**src/rtl/tex_req_pkg.sv**
```systemverilog
package tex_req_pkg;
  localparam int WORD_W = 32;
  localparam int BASE_W = 20;
  localparam int MIP_W  = 5;
  localparam int SWZ_W  = 2;
  localparam int NW_W   = 3;

  typedef enum logic [1:0] {
    REG_S = 2'd0,
    REG_T = 2'd1,
    REG_R = 2'd2,
    REG_B = 2'd3
  } tex_reg_e;

  typedef struct packed {
    logic [WORD_W-1:0] coord;
    logic [WORD_W-1:0] cfg;
    tex_reg_e          sel;
    logic              first;
    logic              launch;
    logic [NW_W-1:0]   nwords;
    logic              thread;
    logic [BASE_W-1:0] base;
    logic [MIP_W-1:0]  mips;
    logic [SWZ_W-1:0]  swz;
  } tex_req_t;
endpackage

```
**src/rtl/tex_fifo.sv**
```systemverilog
module tex_fifo #(
  parameter int W     = 32,
  parameter int DEPTH = 8,
  localparam int AW   = (DEPTH > 1) ? $clog2(DEPTH) : 1,
  localparam int CW   = $clog2(DEPTH + 1)
) (
  input  logic          clk_i,
  input  logic          rst_ni,
  input  logic          push_i,
  input  logic [W-1:0]  data_i,
  input  logic          pop_i,
  output logic [W-1:0]  data_o,
  output logic          empty_o,
  output logic          full_o,
  output logic [CW-1:0] count_o
);
  logic [W-1:0]  mem [DEPTH];
  logic [AW-1:0] wr_ptr, rd_ptr;
  logic [CW-1:0] cnt;
  logic          do_push, do_pop;

  assign empty_o = (cnt == '0);
  assign full_o  = (cnt == CW'(DEPTH));
  assign count_o = cnt;
  assign data_o  = mem[rd_ptr];
  assign do_push = push_i && !full_o;
  assign do_pop  = pop_i && !empty_o;

  function automatic logic [AW-1:0] nxt(input logic [AW-1:0] p);
    return (p == AW'(DEPTH - 1)) ? '0 : p + AW'(1);
  endfunction

  always_ff @(posedge clk_i or negedge rst_ni) begin
    if (!rst_ni) begin
      wr_ptr <= '0;
      rd_ptr <= '0;
      cnt    <= '0;
    end else begin
      if (do_push) wr_ptr <= nxt(wr_ptr);
      if (do_pop)  rd_ptr <= nxt(rd_ptr);
      if (do_push && !do_pop)      cnt <= cnt + CW'(1);
      else if (do_pop && !do_push) cnt <= cnt - CW'(1);
    end
  end

  always_ff @(posedge clk_i) begin
    if (do_push) mem[wr_ptr] <= data_i;
  end
endmodule

```
**src/rtl/tex_cfg_decode.sv**
```systemverilog
module tex_cfg_decode
  import tex_req_pkg::*;
(
  input  logic [WORD_W-1:0] word_i,
  output logic [BASE_W-1:0] base_o,
  output logic [MIP_W-1:0]  mips_o,
  output logic [SWZ_W-1:0]  swz_o
);
  assign base_o = word_i[31:12];
  assign swz_o  = word_i[11:10];
  assign mips_o = {1'b0, word_i[3:0]} + MIP_W'(1);
endmodule

```
**src/rtl/tex_req_seq.sv**
```systemverilog
module tex_req_seq
  import tex_req_pkg::*;
#(
  parameter int REQ_DEPTH = 8,
  parameter int UNI_DEPTH = 16,
  parameter int RSP_DEPTH = 8,
  localparam int HALF     = REQ_DEPTH / 2,
  localparam int LW       = $clog2(REQ_DEPTH + 1),
  localparam int UW       = $clog2(UNI_DEPTH + 1),
  localparam int RW       = $clog2(RSP_DEPTH + 1)
) (
  input  logic              clk_i,
  input  logic              rst_ni,
  input  logic              uni_valid_i,
  input  logic [WORD_W-1:0] uni_data_i,
  output logic              uni_ready_o,
  input  logic              dual_i,
  input  logic              wr_valid_i,
  input  logic              wr_thread_i,
  input  logic [1:0]        wr_sel_i,
  input  logic [WORD_W-1:0] wr_data_i,
  output logic              wr_ready_o,
  output logic              req_valid_o,
  input  logic              req_ready_i,
  output logic [1:0]        req_sel_o,
  output logic [WORD_W-1:0] req_coord_o,
  output logic [WORD_W-1:0] req_cfg_o,
  output logic              req_first_o,
  output logic              req_launch_o,
  output logic [NW_W-1:0]   req_nwords_o,
  output logic              req_thread_o,
  output logic [WORD_W-1:0] req_base_o,
  output logic [MIP_W-1:0]  req_mips_o,
  output logic [SWZ_W-1:0]  req_swz_o,
  output logic [LW-1:0]     req_level_o,
  input  logic              rsp_valid_i,
  input  logic [WORD_W-1:0] rsp_data_i,
  output logic              rsp_ready_o,
  input  logic              rd_i,
  output logic              rd_valid_o,
  output logic [WORD_W-1:0] rd_data_o
);
  // uniform queue
  logic [WORD_W-1:0] uni_head;
  logic              uni_empty, uni_full;
  logic [UW-1:0]     uni_cnt;
  logic              wr_fire;

  tex_fifo #(.W(WORD_W), .DEPTH(UNI_DEPTH)) u_uni (
    .clk_i, .rst_ni,
    .push_i (uni_valid_i),
    .data_i (uni_data_i),
    .pop_i  (wr_fire),
    .data_o (uni_head),
    .empty_o(uni_empty),
    .full_o (uni_full),
    .count_o(uni_cnt)
  );
  assign uni_ready_o = !uni_full;

  logic [BASE_W-1:0] dec_base;
  logic [MIP_W-1:0]  dec_mips;
  logic [SWZ_W-1:0]  dec_swz;

  tex_cfg_decode u_dec (
    .word_i(uni_head), .base_o(dec_base), .mips_o(dec_mips), .swz_o(dec_swz)
  );

  // request queue
  tex_req_t      req_in, req_head;
  logic          req_empty, req_full, req_pop;
  logic [LW-1:0] req_cnt;

  tex_fifo #(.W($bits(tex_req_t)), .DEPTH(REQ_DEPTH)) u_req (
    .clk_i, .rst_ni,
    .push_i (wr_fire),
    .data_i (req_in),
    .pop_i  (req_pop),
    .data_o (req_head),
    .empty_o(req_empty),
    .full_o (req_full),
    .count_o(req_cnt)
  );

  // per-thread assembly state
  logic              first_v [2];
  logic [NW_W-1:0]   nw_v    [2];
  logic [BASE_W-1:0] base_v  [2];
  logic [MIP_W-1:0]  mips_v  [2];
  logic [SWZ_W-1:0]  swz_v   [2];
  logic [LW-1:0]     thr_cnt [2];
  logic [LW-1:0]     thr_cnt0, thr_cnt1;
  logic              thr_ok, is_launch, cur_first;
  logic [NW_W-1:0]   cur_nw;

  assign is_launch = (tex_reg_e'(wr_sel_i) == REG_S);
  assign cur_first = first_v[wr_thread_i];
  assign cur_nw    = (nw_v[wr_thread_i] == '1) ? '1 : nw_v[wr_thread_i] + NW_W'(1);
  assign thr_ok    = !dual_i || (thr_cnt[wr_thread_i] < LW'(HALF));
  assign wr_ready_o = !uni_empty && !req_full && thr_ok;
  assign wr_fire    = wr_valid_i && wr_ready_o;
  assign req_pop    = req_valid_o && req_ready_i;
  assign thr_cnt0   = thr_cnt[0];
  assign thr_cnt1   = thr_cnt[1];

  always_comb begin
    req_in.coord  = wr_data_i;
    req_in.cfg    = uni_head;
    req_in.sel    = tex_reg_e'(wr_sel_i);
    req_in.first  = cur_first;
    req_in.launch = is_launch;
    req_in.nwords = cur_nw;
    req_in.thread = wr_thread_i;
    req_in.base   = cur_first ? dec_base : base_v[wr_thread_i];
    req_in.mips   = cur_first ? dec_mips : mips_v[wr_thread_i];
    req_in.swz    = cur_first ? dec_swz  : swz_v[wr_thread_i];
  end

  for (genvar t = 0; t < 2; t++) begin : g_thr
    logic              mine, inc, dec;
    logic              first_q;
    logic [NW_W-1:0]   nw_q;
    logic [BASE_W-1:0] base_q;
    logic [MIP_W-1:0]  mips_q;
    logic [SWZ_W-1:0]  swz_q;
    logic [LW-1:0]     cnt_q;

    assign mine = wr_fire && (wr_thread_i == 1'(t));
    assign inc  = mine;
    assign dec  = req_pop && (req_head.thread == 1'(t));

    always_ff @(posedge clk_i or negedge rst_ni) begin
      if (!rst_ni) begin
        first_q <= 1'b1;
        nw_q    <= '0;
        base_q  <= '0;
        mips_q  <= '0;
        swz_q   <= '0;
        cnt_q   <= '0;
      end else begin
        if (mine) begin
          first_q <= is_launch;
          nw_q    <= is_launch ? '0 : cur_nw;
          if (first_q) begin
            base_q <= dec_base;
            mips_q <= dec_mips;
            swz_q  <= dec_swz;
          end
        end
        if (inc && !dec)      cnt_q <= cnt_q + LW'(1);
        else if (dec && !inc) cnt_q <= cnt_q - LW'(1);
      end
    end

    assign first_v[t] = first_q;
    assign nw_v[t]    = nw_q;
    assign base_v[t]  = base_q;
    assign mips_v[t]  = mips_q;
    assign swz_v[t]   = swz_q;
    assign thr_cnt[t] = cnt_q;
  end

  assign req_valid_o  = !req_empty;
  assign req_sel_o    = req_head.sel;
  assign req_coord_o  = req_head.coord;
  assign req_cfg_o    = req_head.cfg;
  assign req_first_o  = req_head.first;
  assign req_launch_o = req_head.launch;
  assign req_nwords_o = req_head.nwords;
  assign req_thread_o = req_head.thread;
  assign req_base_o   = {req_head.base, 12'b0};
  assign req_mips_o   = req_head.mips;
  assign req_swz_o    = req_head.swz;
  assign req_level_o  = req_cnt;

  // response queue
  logic          rsp_empty, rsp_full;
  logic [RW-1:0] rsp_cnt;

  tex_fifo #(.W(WORD_W), .DEPTH(RSP_DEPTH)) u_rsp (
    .clk_i, .rst_ni,
    .push_i (rsp_valid_i),
    .data_i (rsp_data_i),
    .pop_i  (rd_i),
    .data_o (rd_data_o),
    .empty_o(rsp_empty),
    .full_o (rsp_full),
    .count_o(rsp_cnt)
  );
  assign rsp_ready_o = !rsp_full;
  assign rd_valid_o  = !rsp_empty;
endmodule

```
**config.mk**
```make
export PLATFORM = sky130hd
export DESIGN_NAME = tex_req_seq
export DESIGN_NICKNAME = d
export VERILOG_FILES = /design/src/rtl/tex_req_pkg.sv /design/src/rtl/tex_fifo.sv /design/src/rtl/tex_cfg_decode.sv /design/src/rtl/tex_req_seq.sv
export SDC_FILE = /design/constraint.sdc
export NUM_CORES = 2
export LEC_CHECK = 0
export CAP_MARGIN = 15
export CELL_PAD_IN_SITES_DETAIL_PLACEMENT = 1
export CELL_PAD_IN_SITES_GLOBAL_PLACEMENT = 1
export CORE_MARGIN = 3
export CORE_UTILIZATION = 45
export DETAILED_ROUTE_END_ITERATION = 8
export GPL_TIMING_DRIVEN = 0
export PLACE_DENSITY = 0.72
export SLEW_MARGIN = 25
export SYNTH_ARGS = -nofsm -noshare
export SYNTH_HDL_FRONTEND = slang
export SYNTH_SLANG_ARGS = --single-unit
```
**constraint.sdc**
```tcl
create_clock -name clk_i -period 13.89 [get_ports clk_i]
set_input_delay 3.4725 -clock clk_i [delete_from_list [all_inputs] [get_ports clk_i]]
set_output_delay 3.4725 -clock clk_i [all_outputs]
set_load 0.01 [all_outputs]
```
==> metrics.md <==
| Metric | Value |
|---|---|
| Non-Filler Instances | `5,485` |
| Syn Area/Cell | `22.8 µm²` |
| Top cells by count, synth | `edfxtp_1 (1,560), mux4_2 (392), mux2_2 (202)` |
| Port bufs | `246` |
| Adder-cell area share of the yosys netlist | `0.760%` |
| R2R setup slack | `8.73 ns` |
| RSZ-0062 raised after global routing | `false` |
| Post-synthesis xor/xnor area fraction | `0.327%` |
| H-tree levels | `4` |
| Post-route minimum period | `8.99 ns` |
| Fin area | `0.0771 mm²` |
| Register area share after synthesis | `77.0%` |
| CORE AREA | `0.141 mm²` |
| Die H | `384 µm` |
| Initial antenna violation count | `15` |
| Nets | `3,609` |
| GPL Wtd Cong | `0.766` |
| PD cells | `225 mW/mm²` |
| Total power | `17.3 mW` |
| Hold wc startpoint | `g_thr[1].cnt_q[3]` |
| Post-synthesis mux area share | `18.9%` |
| Die X | `384 µm` |
| Drt wl/cell | `29.3 µm` |
| DRC violations left | `0` |
| Starting DRT DRC Count | `3,095` |
| Clock latency at the later pin of the worst-skew pair | `0.80 ns` |
| Initial Utilization | `45.7%` |
| TNS Setup | `0 ns` |
| Synthesis-to-finish area growth | `20.0%` |
| Slew margin rel. | `25.5%` |
| Hold path cells | `1` |
| Endpoint, Worst Hold | `g_thr[1].cnt_q[3]` |
| Placed cells | `5,171` |
| Hold-fix buffers, CTS | `0` |
| Num rows | `137` |
| Layout cells sized above 1 | `33.0%` |
| Synth Warn # | `0` |
| Area post-placement | `0.0716 mm²` |
| First-pass GRT wire length | `235 mm` |
| Async S/R FF share, synth | `6.19%` |
| Fin. Hold Viols | `0` |
| Largest net degree at the start of global routing | `70` |
| Largest family of logic cells by synthesized area | `multiplexers` |
| EDFF count, synth | `1,560` |
| Post-Synth Simple-Gate Area | `1.09%` |
| Worst-path maximum fanout | `11` |
| Setup ws final | `4.90 ns` |
| Max-slew violation count | `0` |
| I/O pins | `259` |
| Drt total wl | `160 mm` |
| Num CTS Buffers | `168` |
| Compound-gate portion of the synthesized area | `0.725%` |
| Vias per cell | `5.69` |
| Worst reg2reg endpoint | `u_req.mem[2][77]` |
| Clk_skew | `0.0414 ns` |
| Max-Cap Viols | `0` |
| Post-cts sizing count | `0` |
| Final period util | `64.8%` |
| Type of the worst min-delay path | `reg -> reg` |
| Clk slew on worst S/H paths | `0.06 ns` |
| Post-synth cell types | `48` |
| Main synth FF type | `edfxtp_1` |
| Post-CTS Setup Inserts | `0` |
| Synth top area share | `73.0%` |
| WHS | `0.469 ns` |
| Detailed Place HPWL | `111 mm` |
| CP startpoint kind | `input pin` |
| End-of-flow core utilization | `54.8%` |
| CP required | `10.42 ns` |
| Pre-CTS setup slack | `4.86 ns` |
| First drt pass iteration count | `5` |
| Most common cell in the netlist | `edfxtp_1` |
| Worst slew pin tran | `1.11 ns` |
| Post-synth top area cell | `edfxtp_1` |
| CTS Root Cell | `clkbuf_16` |
| CP endpoint kind | `output pin` |
| Reg2Reg Launch Point | `u_req.count_o[0]` |
| Synthesized cell area | `0.0642 mm²` |
| Post-DRT Antenna Nets | `0` |
| Synth Instances | `2,811` |
| Setup violators final | `0` |
| Worst Path Arrival | `5.52 ns` |
| Clock sink total | `1,663` |
| CTS tree | `yes` |
| Synth top area cells | `edfxtp_1 (73%), mux4_2 (14%), dfrtp_1 (3.9%)` |
| Grt total ovfl | `0` |
| Full die area | `0.147 mm²` |
| Worst Reg-to-Reg Cells | `13` |
| Total GRT Usage | `22.0%` |
| Vias in the first global route | `34,031` |
| Max IR drop VDD | `0.000144 V` |
| Register bit total from synthesis | `1,663` |
| Worst Path Class, Setup | `in -> out` |
| Vias | `31,222` |
| P_leak | `25.5 nW` |
| Status | `finished, final reports clean` |
| CTS Buffer Depth | `3` |
| Fmax | `0.111 GHz` |
[layout by cell type (no fill, tap or decap), types with 30 or more instances in the layout]
cell and count:
edfxtp_1 1560, mux4_2 392, clkdlybuf4s50_1 245, mux2_2 202
clkbuf_16 171, buf_4 140, dfrtp_1 101, clkbuf_1 93
buf_2 87, mux2i_1 75, nand2_1 66, clkinv_1 39
ha_1 31, o21ai_0 30
[cells by family (layout without fill, tap and decap cells)]
kind of cell	count (synthesis)	in the layout
xor+xnor	24	24
mux	694	694
flops	1663	1663
fa+ha+maj	36	36
compound gates	79	79
other cells	1	18
simple gates	151	151
buf+inv	163	944
[metal layers]
layer	GRT usage, %	routed length (µm)	vias up	share of wire, %
li1	-	-	13064	-
met1	28.6	63300	16836	39
met2	38.2	83900	1082	52
met3	4.03	9740	234	6.1
met4	6.06	3440	6	2.1
met5	0	44	-	0.027
[where the power goes]
group          internal [mW]  switching, mW
Combinational           2.70           3.30
Sequential              6.63          0.248
Clock                   2.59           1.87
Total                   11.9           5.41
[critical path: stages]
cell	delay, ns
clkdlybuf4s50_1	0.75
or3b_2	0.48
o311ai_1	0.10
and2_1	0.18
clkdlybuf4s50_1	0.54
[sequential cells by signal (all words and copies together) (netlist names), 3 cells and up]
register       count
u_req.mem        792
u_uni.mem        512
u_rsp.mem        256
g_thr.base_q      40
g_thr.mips_q      10
g_thr.cnt_q        8
g_thr.nw_q         6
u_uni.count_o      5
g_thr.swz_q        4
u_req.count_o      4
u_rsp.count_o      4
u_uni.rd_ptr       4
u_uni.wr_ptr       4
u_req.rd_ptr       3
u_req.wr_ptr       3
u_rsp.rd_ptr       3
u_rsp.wr_ptr       3
[how the worst max path moves through the flow]
stage                        to  slack, ns  depth (start not counted)        start
2_1_floorplan   u_req.mem[2][0]      -1.76                          5  wr_thread_i
3_3_place_gp   u_req.mem[1][76]     -15.04                          5  wr_thread_i
3_5_place_dp         wr_ready_o       4.86                          5  wr_thread_i
4_1_cts              wr_ready_o       4.87                          5  wr_thread_i
5_1_grt              wr_ready_o       4.79                          5  wr_thread_i
6_report             wr_ready_o       4.90                          5  wr_thread_i
[cell type report]
type                       count  area, µm²
antenna                        6       15.0
fill                       12080      63500
inverter                      16       60.1
clock buffer                 208       4450
buffer                       147        732
timing repair buffer         474       4730
sequential                  1663      49400
multi-input combinational    996      14300
tap                         1876       2350
clock inverter                99        970
(Power assumes the default switching activity.)
